**src/rtl/cnt_pkg.sv**
```systemverilog
package cnt_pkg;

  // Per-edge action chosen by the control; at most one is set.
  typedef struct packed {
    logic doClear;
    logic doLoad;
    logic doCount;
  } ctrlStrobes_t;

endpackage

```
**src/rtl/counter_ctrl.sv**
```systemverilog
module counter_ctrl
  import cnt_pkg::*;
#(
  parameter int unsigned WIDTH   = 4,
  parameter int unsigned MODULUS = 2 ** WIDTH
) (
  input  logic             clk,
  input  logic             clrN,
  input  logic             loadN,
  input  logic             cntEn,
  input  logic             carryIn,
  input  logic [WIDTH-1:0] qNow,
  output ctrlStrobes_t     strobes,
  output logic             termCnt
);

  localparam int unsigned     FULL_RANGE = 2 ** WIDTH;
  localparam bit              WRAP_EARLY = (MODULUS < FULL_RANGE);
  localparam logic [WIDTH-1:0] LAST_VAL  = WIDTH'(MODULUS - 1);

  logic countGo;
  logic wrapHit;

  assign countGo = clrN & loadN & cntEn & carryIn;

  generate
    if (WRAP_EARLY) begin : g_modWrap
      assign wrapHit = (qNow == LAST_VAL);
    end else begin : g_binWrap
      assign wrapHit = 1'b0;
    end
  endgenerate

  always_comb begin
    strobes.doClear = ~clrN | (countGo & wrapHit);
    strobes.doLoad  = clrN & ~loadN;
    strobes.doCount = countGo & ~wrapHit;
  end

  // Look-ahead carry: no register, so a following stage sees it this cycle.
  assign termCnt = (&qNow) & carryIn;

  // priority leaves a single action per edge
  strobe_onehot_chk: assert property (@(posedge clk) $onehot0(strobes));


  tc_needs_carry_chk: assert property (@(posedge clk) !carryIn |-> !termCnt);

  generate
    if (WRAP_EARLY) begin : g_wrapChk

      mod_wrap_chk: assert property (@(posedge clk)
        (countGo && qNow == LAST_VAL) |-> (strobes.doClear && !strobes.doCount));
    end
  endgenerate

endmodule

```
**src/rtl/counter_datapath.sv**
```systemverilog
module counter_datapath
  import cnt_pkg::*;
#(
  parameter int unsigned WIDTH = 4
) (
  input  logic             clk,
  input  ctrlStrobes_t     strobes,
  input  logic [WIDTH-1:0] dIn,
  output logic [WIDTH-1:0] q
);

  localparam logic [WIDTH-1:0] ONE = WIDTH'(1);

  logic [WIDTH-1:0] countReg;

  always_ff @(posedge clk) begin
    if (strobes.doClear)      countReg <= '0;
    else if (strobes.doLoad)  countReg <= dIn;
    else if (strobes.doCount) countReg <= countReg + ONE;
  end

  assign q = countReg;


  clear_to_zero_chk: assert property (@(posedge clk)
    strobes.doClear |=> (q == '0));


  load_value_chk: assert property (@(posedge clk)
    strobes.doLoad |=> (q == $past(dIn)));


  count_step_chk: assert property (@(posedge clk)
    strobes.doCount |=> (q == WIDTH'($past(q) + ONE)));


  hold_value_chk: assert property (@(posedge clk)
    !(strobes.doClear || strobes.doLoad || strobes.doCount) |=> $stable(q));

endmodule

```
**src/rtl/sync_bin_counter.sv**
```systemverilog
module sync_bin_counter
  import cnt_pkg::*;
#(
  parameter int unsigned WIDTH   = 4,
  parameter int unsigned MODULUS = 2 ** WIDTH
) (
  input  logic             clk,
  input  logic             clrN,
  input  logic             loadN,
  input  logic [WIDTH-1:0] dIn,
  input  logic             cntEn,
  input  logic             carryIn,
  output logic [WIDTH-1:0] q,
  output logic             termCnt
);

  ctrlStrobes_t strobes;

  counter_ctrl #(
    .WIDTH  (WIDTH),
    .MODULUS(MODULUS)
  ) ctrl_i (
    .clk    (clk),
    .clrN   (clrN),
    .loadN  (loadN),
    .cntEn  (cntEn),
    .carryIn(carryIn),
    .qNow   (q),
    .strobes(strobes),
    .termCnt(termCnt)
  );

  counter_datapath #(
    .WIDTH(WIDTH)
  ) data_i (
    .clk    (clk),
    .strobes(strobes),
    .dIn    (dIn),
    .q      (q)
  );

endmodule

```
**config.mk**
```make
export PLATFORM = sky130hd
export DESIGN_NAME = sync_bin_counter
export DESIGN_NICKNAME = d
export VERILOG_FILES = /design/src/rtl/cnt_pkg.sv /design/src/rtl/counter_ctrl.sv /design/src/rtl/counter_datapath.sv /design/src/rtl/sync_bin_counter.sv
export SDC_FILE = /design/constraint.sdc
export NUM_CORES = 1
export LEC_CHECK = 0
export BUFFER_PORTS_ARGS = -buffer_cell sky130_fd_sc_hd__buf_2
export CELL_PAD_IN_SITES_DETAIL_PLACEMENT = 0
export CELL_PAD_IN_SITES_GLOBAL_PLACEMENT = 1
export CORE_AREA = 2 2 39 41
export CTS_BUF_LIST = sky130_fd_sc_hd__clkbuf_4 sky130_fd_sc_hd__clkbuf_8 sky130_fd_sc_hd__clkbuf_16
export DETAILED_ROUTE_END_ITERATION = 16
export DIE_AREA = 0 0 41 43
export PLACE_DENSITY = 0.52
export SLEW_MARGIN = 20
export SYNTH_ARGS = -nofsm -noshare
export SYNTH_HDL_FRONTEND = slang
export SYNTH_SLANG_ARGS = --single-unit
export TNS_END_PERCENT = 100
```
**constraint.sdc**
```tcl
create_clock -name clk -period 1 [get_ports clk]
set_input_delay 0.05 -clock clk [delete_from_list [all_inputs] [get_ports clk]]
set_output_delay 0.05 -clock clk [all_outputs]
set_load 0.05 [all_outputs]
```
Word level (Yosys, flattened, before mapping)
Cells that the tools add are included.
{"block": "word_totals", "out_inout_bits": 5, "elab_cells": 12, "ff_bits": 4, "in_bits": 9}
{"block": "op_classes", "n_reduce_logical": 2, "addsub": 1, "n_mux": 2, "bitwise_logic": 6}
{"op": "2-to-1 mux 4 bit", "count": 2}
{"op": "bitwise AND 1 bit", "count": 5}
{"op": "adder 4 x 1 -> 4 bit (second input constant)", "count": 1}
{"op": "AND reduction 4 bit", "count": 1}
{"op": "nonzero test 2 bit", "count": 1}
{"op": "inverter 1 bit", "count": 1}

Longest topological paths before layout
{"block": "logic_depth", "ltp_word": 5, "depth_mapped": 4, "ltp_nobuf": 4}

Modules after synthesis
From an unflattened synthesis, not the netlist that was laid out.
{"block": "unflattened", "cells_unflattened": 29, "hier_area_um2": 241.5}
{"mod": "counter_datapath", "n_inst": 1, "cells_each": 22, "area_per_inst_um2": 205.2, "seq_area_each_um2": 80.1}
{"mod": "counter_ctrl", "n_inst": 1, "cells_each": 7, "area_per_inst_um2": 36.3, "seq_area_each_um2": 0.0}

Least setup slack after synthesis
No wires, ideal clock.
{"block": "synth_timing", "kind": "reg-to-output", "startpoint": "register data_i.countReg[0], in the netlist data_i.q[0]", "endpoint": "output port termCnt", "slack_ns": -0.361, "required_ns": 0.950, "t_arrival_ns": 1.311, "n_path_buf": 0, "path_stages_with_launch": 3, "cell_sequence": "dfxtp_1 -> ha_1 -> and4_2"}
{"block": "synth_between", "elab_chain_cells": 2}
{"item": "start: declaration", "line_no": "counter_datapath.sv:14", "rtl": "logic [WIDTH-1:0] countReg;"}
{"item": "start signal: assignment", "line_no": "counter_datapath.sv:18", "rtl": "else if (strobes.doLoad) countReg <= dIn;"}
{"item": "start signal: assignment", "line_no": "counter_datapath.sv:19", "rtl": "else if (strobes.doCount) countReg <= countReg + ONE;"}
{"item": "AND reduction 4 bit", "line_no": "counter_ctrl.sv:41", "rtl": "assign termCnt = (&qNow) & carryIn;"}
{"item": "bitwise AND 1 bit", "line_no": "counter_ctrl.sv:41"}
{"item": "end: declaration", "line_no": "sync_bin_counter.sv:14", "rtl": "output logic termCnt"}
No other way between the ends.

Final worst setup path
Ends and elaborated chain as after synthesis.

==> run summary <==
max cap viols -> 0
period utilisation layout -> 111.0%
Hold Startpoint -> clrN
Slew @ Worst Pin -> 250.2 ps
sequential element share of the synthesized area -> 39.02%
multi-input logic area -> 145.1 um^2
nets@finish -> 54
PwrDens -> 1461 mW/mm^2
total power -> 0.5649 mW
failing checks -> setup timing
number of I/O pins -> 14
area grow syn2layout -> 88.41%
placed cell areas -> 326.6 um^2
CP startpoint -> data_i.q[0]
max reg flops -> 4
root buffer cell -> clkbuf_4
fin area -> 386.6 um^2
Initial DRC Count -> 0
Routed WL -> 589 um
most common cell after layout, fill and taps aside -> buf_2
DRC -> 0
YS warnings -> 0
Die Width -> 41 um
first-pass GRT wire length -> 1000 um
Max Slew Vio Count -> 0
Slew headroom -> 83.44%
vias per cell -> 4.102
sw frac -> 29.10%
CP arrival -> 1060 ps
r2r setup slk -> -50 ps
clock power share -> 43.5%
CTS max path bufs -> 2
die area -> 0.001763 mm^2
Switch Pwr -> 0.1644 mW
Critical Path RT -> 950 ps
total negative slack -> -161.6 ps
RD Place Congestion -> 0.6923
R2R cell count -> 4
CP Class -> reg -> out
min Tclk post-route -> 1110 ps
Vias -> 242
FMAX -> 0.9006 GHz
Gate Count Post-Synth -> 24
WL per Instance -> 9.983 um
hold path cells -> 3
CP startpoint kind -> flop
initial antenna violation count -> 0
HP Class -> in -> reg
skew final -> 7.789 ps
Fin. Hold Viols -> 0
unrepaired setup endpoints after global routing -> true
syn nets -> 34
htree depth -> 1
Comb power frac -> 23.7%
VDD IR max -> 0.0003447 V
Synth cell types -> 15
worst-path maximum fanout -> 2
Yosys top cell by area -> dfxtp_1
CTS Buf Count -> 3
layout cells sized above 1 -> 65.12%
Synth Register Bits -> 4
TritonCTS clock tree -> yes
Hold-fix buffers, CTS -> 0
reg-to-reg startpoint -> data_i.q[1]
Reg-to-Reg End -> data_i.q[3]
Mapped Area -> 205.2 um^2
CORE AREA -> 0.001384 mm^2
clk slew on worst S/H paths -> 40 ps
vias in the first global route -> 260
status -> complete, but fails checks
Layout fillers -> 160
Hold WS -> 74.06 ps
CTS sink cnt -> 4
initial core utilization -> 14.83%
DRT Pass-1 Iters -> 1
antenna-violating nets left -> 0
final setup fails -> 2
Leak -> 0.1668 nW
Synth area leaders -> dfxtp_1, xor2_1, nand3_1
Std-Cell Rows -> 14
Buffers on Ports -> 13
CP endpoint kind -> primary output
Hold Path End -> data_i.q[1]
ANT cells -> 0
Worst Slack Setup Final -> -110.3 ps
placed cell count -> 53
share of the synthesized area in the top cell type -> 39.02%
largest net degree at the start of global routing -> 9
synthesized area per cell -> 8.550 um^2
clock latency on the worst-skew pair -> 240 ps
most frequent cells in the layout -> buf_2, clkbuf_4, buf_4, o21ai_0, dfxtp_4
total gr overflow -> 0
Internal -> 0.4005 mW
Sequential Area -> 92.59 um^2
Seq pwr share -> 32.8%
Die Height -> 43 um
GRT Util Overall -> 9.328%
non-filler cells, final -> 59
metrics by stage:
stage	utilization, %	worst slack [ps]
after detailed placement	23.60	-2.695
after CTS	27.94	-121.9
final	27.94	-110.3
after floorplan	-	-17.68
after global placement	23.60	13.74
after global routing	27.94	-143.5
worst max-delay path by stage:
| stage | endpoint |
|---|---|
| after floorplan | data_i.q[3] |
| after global placement | termCnt |
| after detailed placement | termCnt |
| after CTS | termCnt |
| after global routing | termCnt |
| final | termCnt |
cell families after synthesis:
logic type	after synthesis	synth area share [%]
DFF	4	39.03
buffers and inverters	1	1.828
AOI/OAI and AO/OA	7	20.73
xor gates and xnor gates	2	8.538
adders and majority gates	1	6.097
and+or+nand+nor	9	23.78
cell usage after synthesis:
cell type,number
xor2_1,2
a311oi_1,1
a31oi_1,1
nand2_2,1
nand2_1,1
a21oi_1,1
nand3_1,3
or3_1,1
dfxtp_1,4
and4_2,1
nor2_1,2
inv_1,1
o21ai_0,3
ha_1,1
a211oi_1,1
critical path: stages (launching register included):
cell,delay (ps)
dfxtp_4,350
ha_4,130
and4_4,200
buf_8,140
power groups by stage:
stage	Combinational (mW)	Sequential, mW	Clock, mW
final	0.134	0.185	0.246
after global routing	0.145	0.188	0.263
after CTS	0.136	0.186	0.257
after detailed placement	0.117	0.193	0
after global placement	0.116	0.192	0
after floorplan	0.0325	0.234	0
layer usage:
metal  global-route usage [%]  wire (um)  part of all wire, %
met3                    3.141         43                  7.3
met4                    14.00         13                  2.2
met1                    10.58        257                   44
met5                        0          0                    0
met2                    10.31        273                   46
area by class of cell:
cell class	count	area share (%)
clock buffers	4	7.767
flip-flops and latches	4	23.95
well taps	16	5.178
inverters	1	0.9709
repair buffers	15	24.60
multi-input cells	19	37.54
repair_timing:
| item | 4_1_cts | 5_1_grt |
|---|---|---|
| hold endpoints to repair | 0 | 0 |
| pin swaps | 1 | 1 |
| gates resized for setup | 5 | 0 |
| setup buffers | 2 | 0 |
| setup endpoints to repair | 1 | 3 |
Power figures use the tool's default switching activity.
